## src/rtl/fpwm_pkg.sv

```systemverilog
package fpwm_pkg;

  localparam logic [3:0] MODE_FIX8   = 4'd5;
  localparam logic [3:0] MODE_FIX9   = 4'd6;
  localparam logic [3:0] MODE_FIX10  = 4'd7;
  localparam logic [3:0] MODE_REGTOP = 4'd14;
  localparam logic [3:0] MODE_CMPTOP = 4'd15;

  localparam logic [1:0] OUT_NONINV = 2'd2;
  localparam logic [1:0] OUT_INV    = 2'd3;

  typedef enum logic [2:0] {
    SRC_HALT,
    SRC_FIX8,
    SRC_FIX9,
    SRC_FIX10,
    SRC_REGTOP,
    SRC_CMPTOP
  } topSrc_e;

  // strobes from control to datapath and output stage
  typedef struct packed {
    logic advance;    // counter moves this cycle
    logic wrap;       // count equals top on an advancing cycle
    logic regTopEvt;  // wrap while the period register defines top
  } ctrlStrb_t;

endpackage

```

## src/rtl/fpwm_ctrl.sv

```systemverilog
module fpwm_ctrl
  import fpwm_pkg::*;
(
  input  logic      tickEn,
  input  logic [3:0] modeSel,
  input  logic      atTop,
  output topSrc_e   topSrc,
  output ctrlStrb_t strb
);

  always_comb begin
    case (modeSel)
      MODE_FIX8:   topSrc = SRC_FIX8;
      MODE_FIX9:   topSrc = SRC_FIX9;
      MODE_FIX10:  topSrc = SRC_FIX10;
      MODE_REGTOP: topSrc = SRC_REGTOP;
      MODE_CMPTOP: topSrc = SRC_CMPTOP;
      default:     topSrc = SRC_HALT;
    endcase
  end

  always_comb begin
    strb.advance   = tickEn && (topSrc != SRC_HALT);
    strb.wrap      = strb.advance && atTop;
    strb.regTopEvt = strb.wrap && (topSrc == SRC_REGTOP);
  end

endmodule

```

## src/rtl/fpwm_datapath.sv

```systemverilog
module fpwm_datapath
  import fpwm_pkg::*;
#(
  parameter int WIDTH  = 16,
  parameter int NUM_CH = 3
) (
  input  logic              clk,
  input  logic              rstN,
  input  topSrc_e           topSrc,
  input  ctrlStrb_t         strb,
  input  logic [WIDTH-1:0]  wrData,
  input  logic [NUM_CH-1:0] cmpWrEn,
  input  logic              topWrEn,
  output logic              atTop,
  output logic [NUM_CH-1:0] matchVec
);

  localparam logic [WIDTH-1:0] TOP_FIX8  = WIDTH'((1 << 8) - 1);
  localparam logic [WIDTH-1:0] TOP_FIX9  = WIDTH'((1 << 9) - 1);
  localparam logic [WIDTH-1:0] TOP_FIX10 = WIDTH'((1 << 10) - 1);
  localparam logic [WIDTH-1:0] ONE       = WIDTH'(1);

  logic [WIDTH-1:0] cnt;
  logic [WIDTH-1:0] topBuf;
  logic [WIDTH-1:0] topAct;
  logic [WIDTH-1:0] cmpBuf [NUM_CH];
  logic [WIDTH-1:0] cmpAct [NUM_CH];
  logic [WIDTH-1:0] topVal;

  // period register: buffer written any time, working copy loads at wrap
  always_ff @(posedge clk or negedge rstN) begin
    if (!rstN) begin
      topBuf <= '0;
      topAct <= '0;
    end else begin
      if (strb.wrap) topAct <= topBuf;
      if (topWrEn)   topBuf <= wrData;
    end
  end

  generate
    for (genvar ch = 0; ch < NUM_CH; ch++) begin : gCmp
      always_ff @(posedge clk or negedge rstN) begin
        if (!rstN) begin
          cmpBuf[ch] <= '0;
          cmpAct[ch] <= '0;
        end else begin
          if (strb.wrap)   cmpAct[ch] <= cmpBuf[ch];
          if (cmpWrEn[ch]) cmpBuf[ch] <= wrData;
        end
      end
      assign matchVec[ch] = (cnt == cmpAct[ch]);
    end
  endgenerate

  always_comb begin
    case (topSrc)
      SRC_FIX8:   topVal = TOP_FIX8;
      SRC_FIX9:   topVal = TOP_FIX9;
      SRC_FIX10:  topVal = TOP_FIX10;
      SRC_CMPTOP: topVal = cmpAct[0];
      default:    topVal = topAct;
    endcase
  end

  assign atTop = (cnt == topVal);

  always_ff @(posedge clk or negedge rstN) begin
    if (!rstN) begin
      cnt <= '0;
    end else if (strb.advance) begin
      cnt <= strb.wrap ? '0 : cnt + ONE;
    end
  end

endmodule

```

## src/rtl/fpwm_outstage.sv

```systemverilog
module fpwm_outstage
  import fpwm_pkg::*;
#(
  parameter int NUM_CH = 3
) (
  input  logic                clk,
  input  logic                rstN,
  input  ctrlStrb_t           strb,
  input  logic [NUM_CH-1:0]   matchVec,
  input  logic [2*NUM_CH-1:0] outMode,
  input  logic [NUM_CH-1:0]   cmpClr,
  input  logic                ovfClr,
  input  logic                topClr,
  output logic [NUM_CH-1:0]   pwmOut,
  output logic [NUM_CH-1:0]   cmpFlag,
  output logic                ovfFlag,
  output logic                topFlag
);

  logic [NUM_CH-1:0] wave;

  generate
    for (genvar ch = 0; ch < NUM_CH; ch++) begin : gChan
      logic [1:0] chMode;
      assign chMode = outMode[2*ch +: 2];

      // top has priority over a match in the same tick
      always_ff @(posedge clk or negedge rstN) begin
        if (!rstN) begin
          wave[ch] <= 1'b0;
        end else if (strb.advance) begin
          if (strb.wrap)        wave[ch] <= 1'b0;
          else if (matchVec[ch]) wave[ch] <= 1'b1;
        end
      end

      // set wins over clear
      always_ff @(posedge clk or negedge rstN) begin
        if (!rstN) begin
          cmpFlag[ch] <= 1'b0;
        end else if (strb.advance && matchVec[ch]) begin
          cmpFlag[ch] <= 1'b1;
        end else if (cmpClr[ch]) begin
          cmpFlag[ch] <= 1'b0;
        end
      end

      always_comb begin
        case (chMode)
          OUT_NONINV: pwmOut[ch] = wave[ch];
          OUT_INV:    pwmOut[ch] = ~wave[ch];
          default:    pwmOut[ch] = 1'b0;
        endcase
      end
    end
  endgenerate

  always_ff @(posedge clk or negedge rstN) begin
    if (!rstN) begin
      ovfFlag <= 1'b0;
      topFlag <= 1'b0;
    end else begin
      if (strb.wrap)      ovfFlag <= 1'b1;
      else if (ovfClr)    ovfFlag <= 1'b0;
      if (strb.regTopEvt) topFlag <= 1'b1;
      else if (topClr)    topFlag <= 1'b0;
    end
  end

endmodule

```

## src/rtl/fpwm_timer.sv

```systemverilog
module fpwm_timer
  import fpwm_pkg::*;
#(
  parameter int WIDTH  = 16,
  parameter int NUM_CH = 3
) (
  input  logic                clk,
  input  logic                rstN,
  input  logic                tickEn,
  input  logic [3:0]          modeSel,
  input  logic [WIDTH-1:0]    wrData,
  input  logic [NUM_CH-1:0]   cmpWrEn,
  input  logic                topWrEn,
  input  logic [2*NUM_CH-1:0] outMode,
  input  logic [NUM_CH-1:0]   cmpClr,
  input  logic                ovfClr,
  input  logic                topClr,
  output logic [NUM_CH-1:0]   pwmOut,
  output logic [NUM_CH-1:0]   cmpFlag,
  output logic                ovfFlag,
  output logic                topFlag
);

  topSrc_e           topSrc;
  ctrlStrb_t         strb;
  logic              atTop;
  logic [NUM_CH-1:0] matchVec;

  fpwm_ctrl uCtrl (
    .tickEn  (tickEn),
    .modeSel (modeSel),
    .atTop   (atTop),
    .topSrc  (topSrc),
    .strb    (strb)
  );

  fpwm_datapath #(.WIDTH(WIDTH), .NUM_CH(NUM_CH)) uDp (
    .clk      (clk),
    .rstN     (rstN),
    .topSrc   (topSrc),
    .strb     (strb),
    .wrData   (wrData),
    .cmpWrEn  (cmpWrEn),
    .topWrEn  (topWrEn),
    .atTop    (atTop),
    .matchVec (matchVec)
  );

  fpwm_outstage #(.NUM_CH(NUM_CH)) uOut (
    .clk      (clk),
    .rstN     (rstN),
    .strb     (strb),
    .matchVec (matchVec),
    .outMode  (outMode),
    .cmpClr   (cmpClr),
    .ovfClr   (ovfClr),
    .topClr   (topClr),
    .pwmOut   (pwmOut),
    .cmpFlag  (cmpFlag),
    .ovfFlag  (ovfFlag),
    .topFlag  (topFlag)
  );

endmodule

```

## config.mk

```make
export PLATFORM = sky130hd
export DESIGN_NAME = fpwm_timer
export DESIGN_NICKNAME = d
export VERILOG_FILES = /design/src/rtl/fpwm_pkg.sv /design/src/rtl/fpwm_ctrl.sv /design/src/rtl/fpwm_datapath.sv /design/src/rtl/fpwm_outstage.sv /design/src/rtl/fpwm_timer.sv
export SDC_FILE = /design/constraint.sdc
export NUM_CORES = 1
export LEC_CHECK = 0
export BUFFER_PORTS_ARGS = -buffer_cell sky130_fd_sc_hd__buf_4
export CORE_MARGIN = 2
export CORE_UTILIZATION = 50
export CTS_CLUSTER_DIAMETER = 60
export DETAILED_ROUTE_END_ITERATION = 10
export PLACE_DENSITY = 0.68
export SLEW_MARGIN = 5
export SYNTH_ARGS = -nofsm -noshare
export SYNTH_HDL_FRONTEND = slang
export SYNTH_SLANG_ARGS = --single-unit
```

## constraint.sdc

```tcl
create_clock -name clk -period 2.8 [get_ports clk]
set_input_delay 0.56 -clock clk [delete_from_list [all_inputs] [get_ports clk]]
set_output_delay 0.56 -clock clk [all_outputs]
set_load 0.02 [all_outputs]
```

==> run metrics, run 1 <==
outcome completed; Worst Hold Class in -> async; Final Power 6.65 mW; RSZ-0062 raised after global routing no; Root Buffer clkbuf_16; Cell Area, Placed ~7700 um2; ys async rst share 1.00; worst IR drop on VDD 414 uV; post-route ant nets 0; Slew @ Worst Pin 0.719 ns; Post-Syn Nets 580; crit end category flip-flop; Clock Latency Late Sink 0.42 ns; Nets 637; Tcrit/Tclk final 0.935; Die W 122 um; Std-Cell Rows 42; share of post-route cells with drive strength above 1 0.375; TritonCTS Buffers 17; final wirelength roughly 15000 um; Distinct cells, synth 42; total die area 14800 um2; Gate Count Post-Synth about 540; CTS tree built; max-slew violation count 0; Final Cell Area between 8000 and 9000 um2; drt via density 5.48; clock tree buffer depth 2; Setup CP Type reg -> reg; area grow syn2layout 20.3%; Finish-stage setup viols 0; diode count 0; clock slew at reported path FFs 0.06 ns; ys flop type dfrtp_1; cts repair resizes 0; Final min period 2.62 ns; largest net degree at the start of global routing slightly below 80; Yosys warnings 0; Avg Inst Size Synth 12.8 um2; Fin. Hold Viols 0; CP max FO 16; initial antenna violation count 0; post-synthesis sequential area ratio 0.550; Wirelength per Cell around 19 um; via count 4312; Synth Cell Area 6920 um2; Post-synth EDFFs 0; IO Pins 46; core footprint about 13000 um2; Synth Register Bits approximately 150; Worst EP required 3.09 ns; Sink Count 152; CP Launch Type flip-flop; vias in the first global route 4655; drt pass-1 iters 5; Setup Skew 0.00641 ns; die height ~120 um; fmax 382 MHz; postcts setup bufs 0; htree depth 4; DPL Wire Length 10500 um; drt drc 0; Slew headroom 0.521; Worst EP arrival 2.91 ns; PwrDens 799 nW/um2; initial core utilization 0.517; max_cap viols 0; LEAKAGE 4.01 nW; first-pass GRT wire length around 25000 um; Tot GR Track Use 0.224; count of hold-fix buffers inserted at cts 0; GRT overflow 0; port buffer count 45; gp weighted congestion 0.916; Starting DRT DRC Count 306
-- critical path: stages, from the launching register on --
cell and delay [ns]:
dfrtp_1 0.43, nand3b_1 0.18, o211ai_1 0.12, a311o_1 0.20
nand3_1 0.12, or4_4 0.55, nor4_4 0.16, buf_4 0.20
buf_12 0.16, mux2_1 0.36
-- cells in the final DEF, fill, tap and decap left out, types with 3 or more instances in the layout --
cell type / synthesis / routed
clkbuf_1: 21 / 3
a22oi_1: 10 / 8
mux2_2: 100 / 100
inv_1: 16 / 16
mux2_4: 0 / 15
xor2_1: 52 / 52
nand4_1: 14 / 14
buf_12: 0 / 5
nand2_1: 11 / 11
clkbuf_16: 0 / 17
nor4_1: 10 / 10
dfrtp_1: 152 / 152
and2_1: 4 / 4
bufinv_16: 0 / 5
clkbuf_8: 0 / 4
and3_1: 3 / 3
buf_4: 4 / 71
nand3_1: 7 / 7
xnor2_1: 17 / 17
o211ai_1: 3 / 3
a21oi_1: 6 / 5
mux2_1: 28 / 13
o21ai_0: 6 / 5
a21o_1: 4 / 4
nor2_1: 27 / 27
o22ai_1: 6 / 6
nor3_1: 3 / 3
nor2b_1: 4 / 4
clkinv_2: 0 / 3
-- cell families after synthesis --
kind of cell | synth area share
adder cells (fa/ha/maj) | 0.00181
multiplexers | 0.210
AO/OA/AOI/OAI | 0.0446
XOR/XNOR | 0.0873
buffers and inverters | 0.0376
flip-flops | 0.550
AND/OR/NAND/NOR | 0.0694
-- registers in the layout (all words and copies together) (netlist names) --
name / count
uOut.ovfFlag: 1
uOut.topFlag: 1
uDp.cmpAct: 48
uDp.topAct: 16
uOut.wave: 3
uDp.cmpBuf: 48
uDp.topBuf: 16
uDp.cnt: 16
uOut.cmpFlag: 3
-- final timing paths --
kind / to / start / depth (start not counted) / slack (ns)
worst min-delay path: uDp.cmpBuf[32] / rstN / 1 / 0.16
worst max-delay path: uDp.topAct[8] / uDp.cmpAct[41] / 9 / 0.18
min in group clk: uOut.cmpFlag[0] / cmpClr[0] / 2 / 0.34
worst max register to register: uDp.topAct[8] / uDp.cmpAct[41] / 9 / 0.18
max in group asynchronous: uDp.cmpBuf[47] / rstN / 2 / 1.91
worst min register to register: uOut.ovfFlag / uOut.ovfFlag / 1 / 0.50
-- routing by layer --
metal | wire length [um] | global-route usage
met1 | 6690 | 0.289
met2 | 7200 | 0.359
met5 | 0 | 0
met4 | 546 | 0.111
met3 | 593 | 0.0520
-- area by class of cell --
class	count	area, um2
Clock buffer	24	492
Clock inverter	8	165
Fill cell	1055	5070
Inverter	16	60.1
Multi-Input combinational cell	334	2940
Sequential cell	152	3800
Tap cell	176	220
Timing Repair Buffer	77	644
-- report_power, final --
| part | total, mW | internal [mW] | switching [mW] |
|---|---|---|---|
| combinational | 1.28 | 0.674 | 0.608 |
| sequential | 2.86 | 2.56 | 0.299 |
| clock | 2.51 | 1.67 | 0.843 |
| total | 6.65 | 4.90 | 1.75 |
-- per-stage QoR --
step / hold WS, ns / utilization / worst slack (ns) / TNS (ns) / std cells
floorplan: 0.264 / - / 0.00221 / 0 / 541
global placement: 0.464 / 0.571 / -0.255 / -15.35 / 755
detailed placement: 0.490 / 0.571 / -0.282 / -16.34 / 755
CTS: 0.169 / 0.620 / 0.122 / 0 / 787
global route: 0.201 / 0.621 / 0.0352 / 0 / 787
finish: 0.158 / 0.621 / 0.181 / 0 / 787
-- cells in the mapped netlist, types with 3 or more instances --
| library cell | n | area [um2] |
|---|---|---|
| buf_1 | 3 | 11.3 |
| mux2_2 | 100 | 1130 |
| buf_4 | 4 | 30.0 |
| nand3_1 | 7 | 35.0 |
| o22ai_1 | 6 | 37.5 |
| nor3_1 | 3 | 15.0 |
| and2_1 | 4 | 25.0 |
| nor2_1 | 27 | 101 |
| mux2_1 | 28 | 315 |
| nor4_1 | 10 | 62.6 |
| dfrtp_1 | 152 | 3800 |
| a21o_1 | 4 | 30.0 |
| a22oi_1 | 10 | 75.1 |
| nor2b_1 | 4 | 25.0 |
| buf_2 | 7 | 35.0 |
| xnor2_1 | 17 | 149 |
| nand2_1 | 11 | 41.3 |
| clkbuf_1 | 21 | 78.8 |
| nand4_1 | 14 | 87.6 |
| buf_6 | 4 | 45.0 |
| and3_1 | 3 | 18.8 |
| o21ai_0 | 6 | 30.0 |
| a21oi_1 | 6 | 30.0 |
| inv_1 | 16 | 60.1 |
| xor2_1 | 52 | 455 |
| o211ai_1 | 3 | 22.5 |
(Power assumes the default switching activity.)
==> inputs of run 2 (changes only) <==
--- a/config.mk
+++ b/config.mk
@@ -5,6 +5,7 @@
 export SDC_FILE = /design/constraint.sdc
 export NUM_CORES = 1
 export LEC_CHECK = 0
+export ABC_AREA = 1
 export BUFFER_PORTS_ARGS = -buffer_cell sky130_fd_sc_hd__buf_4
 export CORE_MARGIN = 2
 export CORE_UTILIZATION = 50
==> run metrics, run 2 <==
commonest non-fill, non-tap cell in the layout nand2_1; drt pass-1 iters 4 (-1); ys async rst share 1.00 (unchanged); count leader, synth nand2_1; PwrDens 663 nW/um2 (-17%); IO Pins 46 (unchanged); cts repair resizes 0 (unchanged); synth top area cells dfrtp_1 (50%), nand2_1 (13%), mux2_2 (9.5%); LEAKAGE 4.37 nW (+8.9%); Worst EP required 3.15 ns (+0.06 ns); final wirelength 19100 um (+27%); Tot GR Track Use 0.247 (+0.0229); largest area contributor in the netlist dfrtp_1; port buffer count 45 (unchanged); Synth Register Bits 152 (unchanged); Root Buffer clkbuf_16; die height 127 um (+4.8%); fmax 450 MHz (+18%); minimum hold slack 0.0733 ns (-0.0846 ns); initial core utilization 0.507 (-0.00974); CTS tree built; Worst Hold Class in -> async; htree depth 4 (unchanged); post-synthesis sequential area ratio 0.499 (-0.0503); share of post-route cells with drive strength above 1 0.188 (-0.187); Tcrit/Tclk final 0.794 (-0.141); RSZ-0062 raised after global routing no; Clock Latency Late Sink 0.43 ns (about the same); fin worst setup slack 0.577 ns (+0.396 ns); outcome completed; most frequent cells in the layout nand2_1 (268), dfrtp_1 (152), nand4_1 (72), mux2_2 (64); post-placement cell count 1051 (+39%); Slew @ Worst Pin 0.793 ns (+0.0739 ns); Setup CP Type reg -> reg; TritonCTS Buffers 17 (unchanged); drt via density 5.42 (-1.1%); DPL Wire Length 13400 um (+27%); Final min period 2.22 ns (-0.396 ns); drt drc 0 (unchanged); Setup WS pre-CTS 0.188 ns (+0.470 ns); vias in the first global route 5717 (+23%); total die area 16200 um2 (+9.7%); Synth top cells by count nand2_1 (268), dfrtp_1 (152), nand4_1 (72); Slew headroom 0.467 (-0.0542); crit end category flip-flop; Std-Cell Rows 45 (+7.1%); Avg Inst Size Synth 8.88 um2 (-31%); worst IR drop on VDD 536 uV (+29%); CP max FO 7 (-9); clock tree buffer depth 2 (unchanged); fin cells 1083 (+38%); postcts setup bufs 0 (unchanged); Sink Count 152 (unchanged); largest net degree at the start of global routing 65 (-18%); Distinct cells, synth 29 (-31%); Synth Cell Area 7620 um2 (+10%); Finish-stage setup viols 0 (unchanged); clock slew at reported path FFs 0.06 ns (about the same); Final Power 5.75 mW (-14%); max-slew violation count 0 (unchanged); Wirelength per Cell 17.6 um (-7.8%); Fin. Hold Viols 0 (unchanged); Yosys top cell area share 0.499 (-0.0503); ys flop type dfrtp_1; setup TNS 0 ns (unchanged); gp weighted congestion 0.932 (+1.7%); max_cap viols 0 (unchanged); first-pass GRT wire length 30900 um (+25%); via count 5867 (+36%); Starting DRT DRC Count 491 (+60%); area grow syn2layout 13.9%; count of hold-fix buffers inserted at cts 0 (unchanged); post-route ant nets 0 (unchanged); initial antenna violation count 0 (unchanged); Nets 921 (+45%); Worst EP arrival 2.58 ns (-0.33 ns); CP Launch Type flip-flop; Die W 127 um (+4.8%); Yosys warnings 0 (unchanged); Post-Syn Nets 897 (+55%); diode count 0 (unchanged); GRT overflow 0 (unchanged); Gate Count Post-Synth 858 (+59%); Top Registers uDp.cmpAct: 48 flops, uDp.cmpBuf: 48 flops; Setup Skew 0.0127 ns (+0.00629 ns); core footprint 15000 um2 (+12%); Post-synth EDFFs 0 (unchanged)
==> run 2: final timing paths <==
| kind | startpoint | to | slack (ns) | cells past startpoint |
|---|---|---|---|---|
| setup / recovery | uDp.cnt[13] | uOut.wave[2] | 0.58 | 8 |
| hold / removal | rstN | uOut.cmpFlag[0] | 0.07 | 1 |
| setup reg to reg | uDp.cnt[13] | uOut.wave[2] | 0.58 | 8 |
| hold reg to reg | uDp.topAct[1] | uDp.topAct[1] | 0.47 | 2 |
| max in group asynchronous | rstN | uDp.cmpBuf[18] | 1.97 | 2 |
| min in group clk | ovfClr | uOut.ovfFlag | 0.30 | 2 |
==> run 2: metrics by stage <==
stage / util / area, um2
floorplan: - / 7620
global placement: 0.540 / 8120
detailed placement: 0.540 / 8120
CTS: 0.577 / 8670
global route: 0.577 / 8670
finish: 0.577 / 8670
==> run 2: worst max-delay path, cell delays in order (launching register included) <==
cell	delay [ns]
dfrtp_1	0.46
inv_1	0.25
or2_2	0.16
nand3_1	0.11
nor4_1	0.62
nand2_1	0.22
nor2_1	0.18
nor2_1	0.05
nor2_1	0.10
==> run 2: cell type report <==
cell class                      instances  area, um2
Clock buffer                           21        460
Clock inverter                         11       90.1
Fill cell                            1333       6360
Inverter                               53        199
Multi-Input combinational cell        597       3340
Sequential cell                       152       3800
Tap cell                              188        235
Timing Repair Buffer                   61        549
==> run 2: metal layers <==
metal,global-route usage,part of all wire,vias to the layer above
met3,0.0490,0.048,23
met2,0.366,0.44,121
li1,-,-,2862
met5,0,0,-
met1,0.368,0.49,2861
met4,0.0782,0.019,0
==> run 2: cell families after synthesis <==
group / synth area share
adder cells (fa/ha/maj): 0.00164
multiplexers: 0.0946
XOR/XNOR: 0.0529
AND/OR/NAND/NOR: 0.276
AO/OA/AOI/OAI: 0.0105
buffers and inverters: 0.0649
flip-flops: 0.499
==> run 2: power by group <==
part | total [mW] | switching (mW) | internal [mW]
Sequential | 2.57 | 0.223 | 2.35
Combinational | 1.02 | 0.631 | 0.384
Clock | 2.17 | 0.969 | 1.20
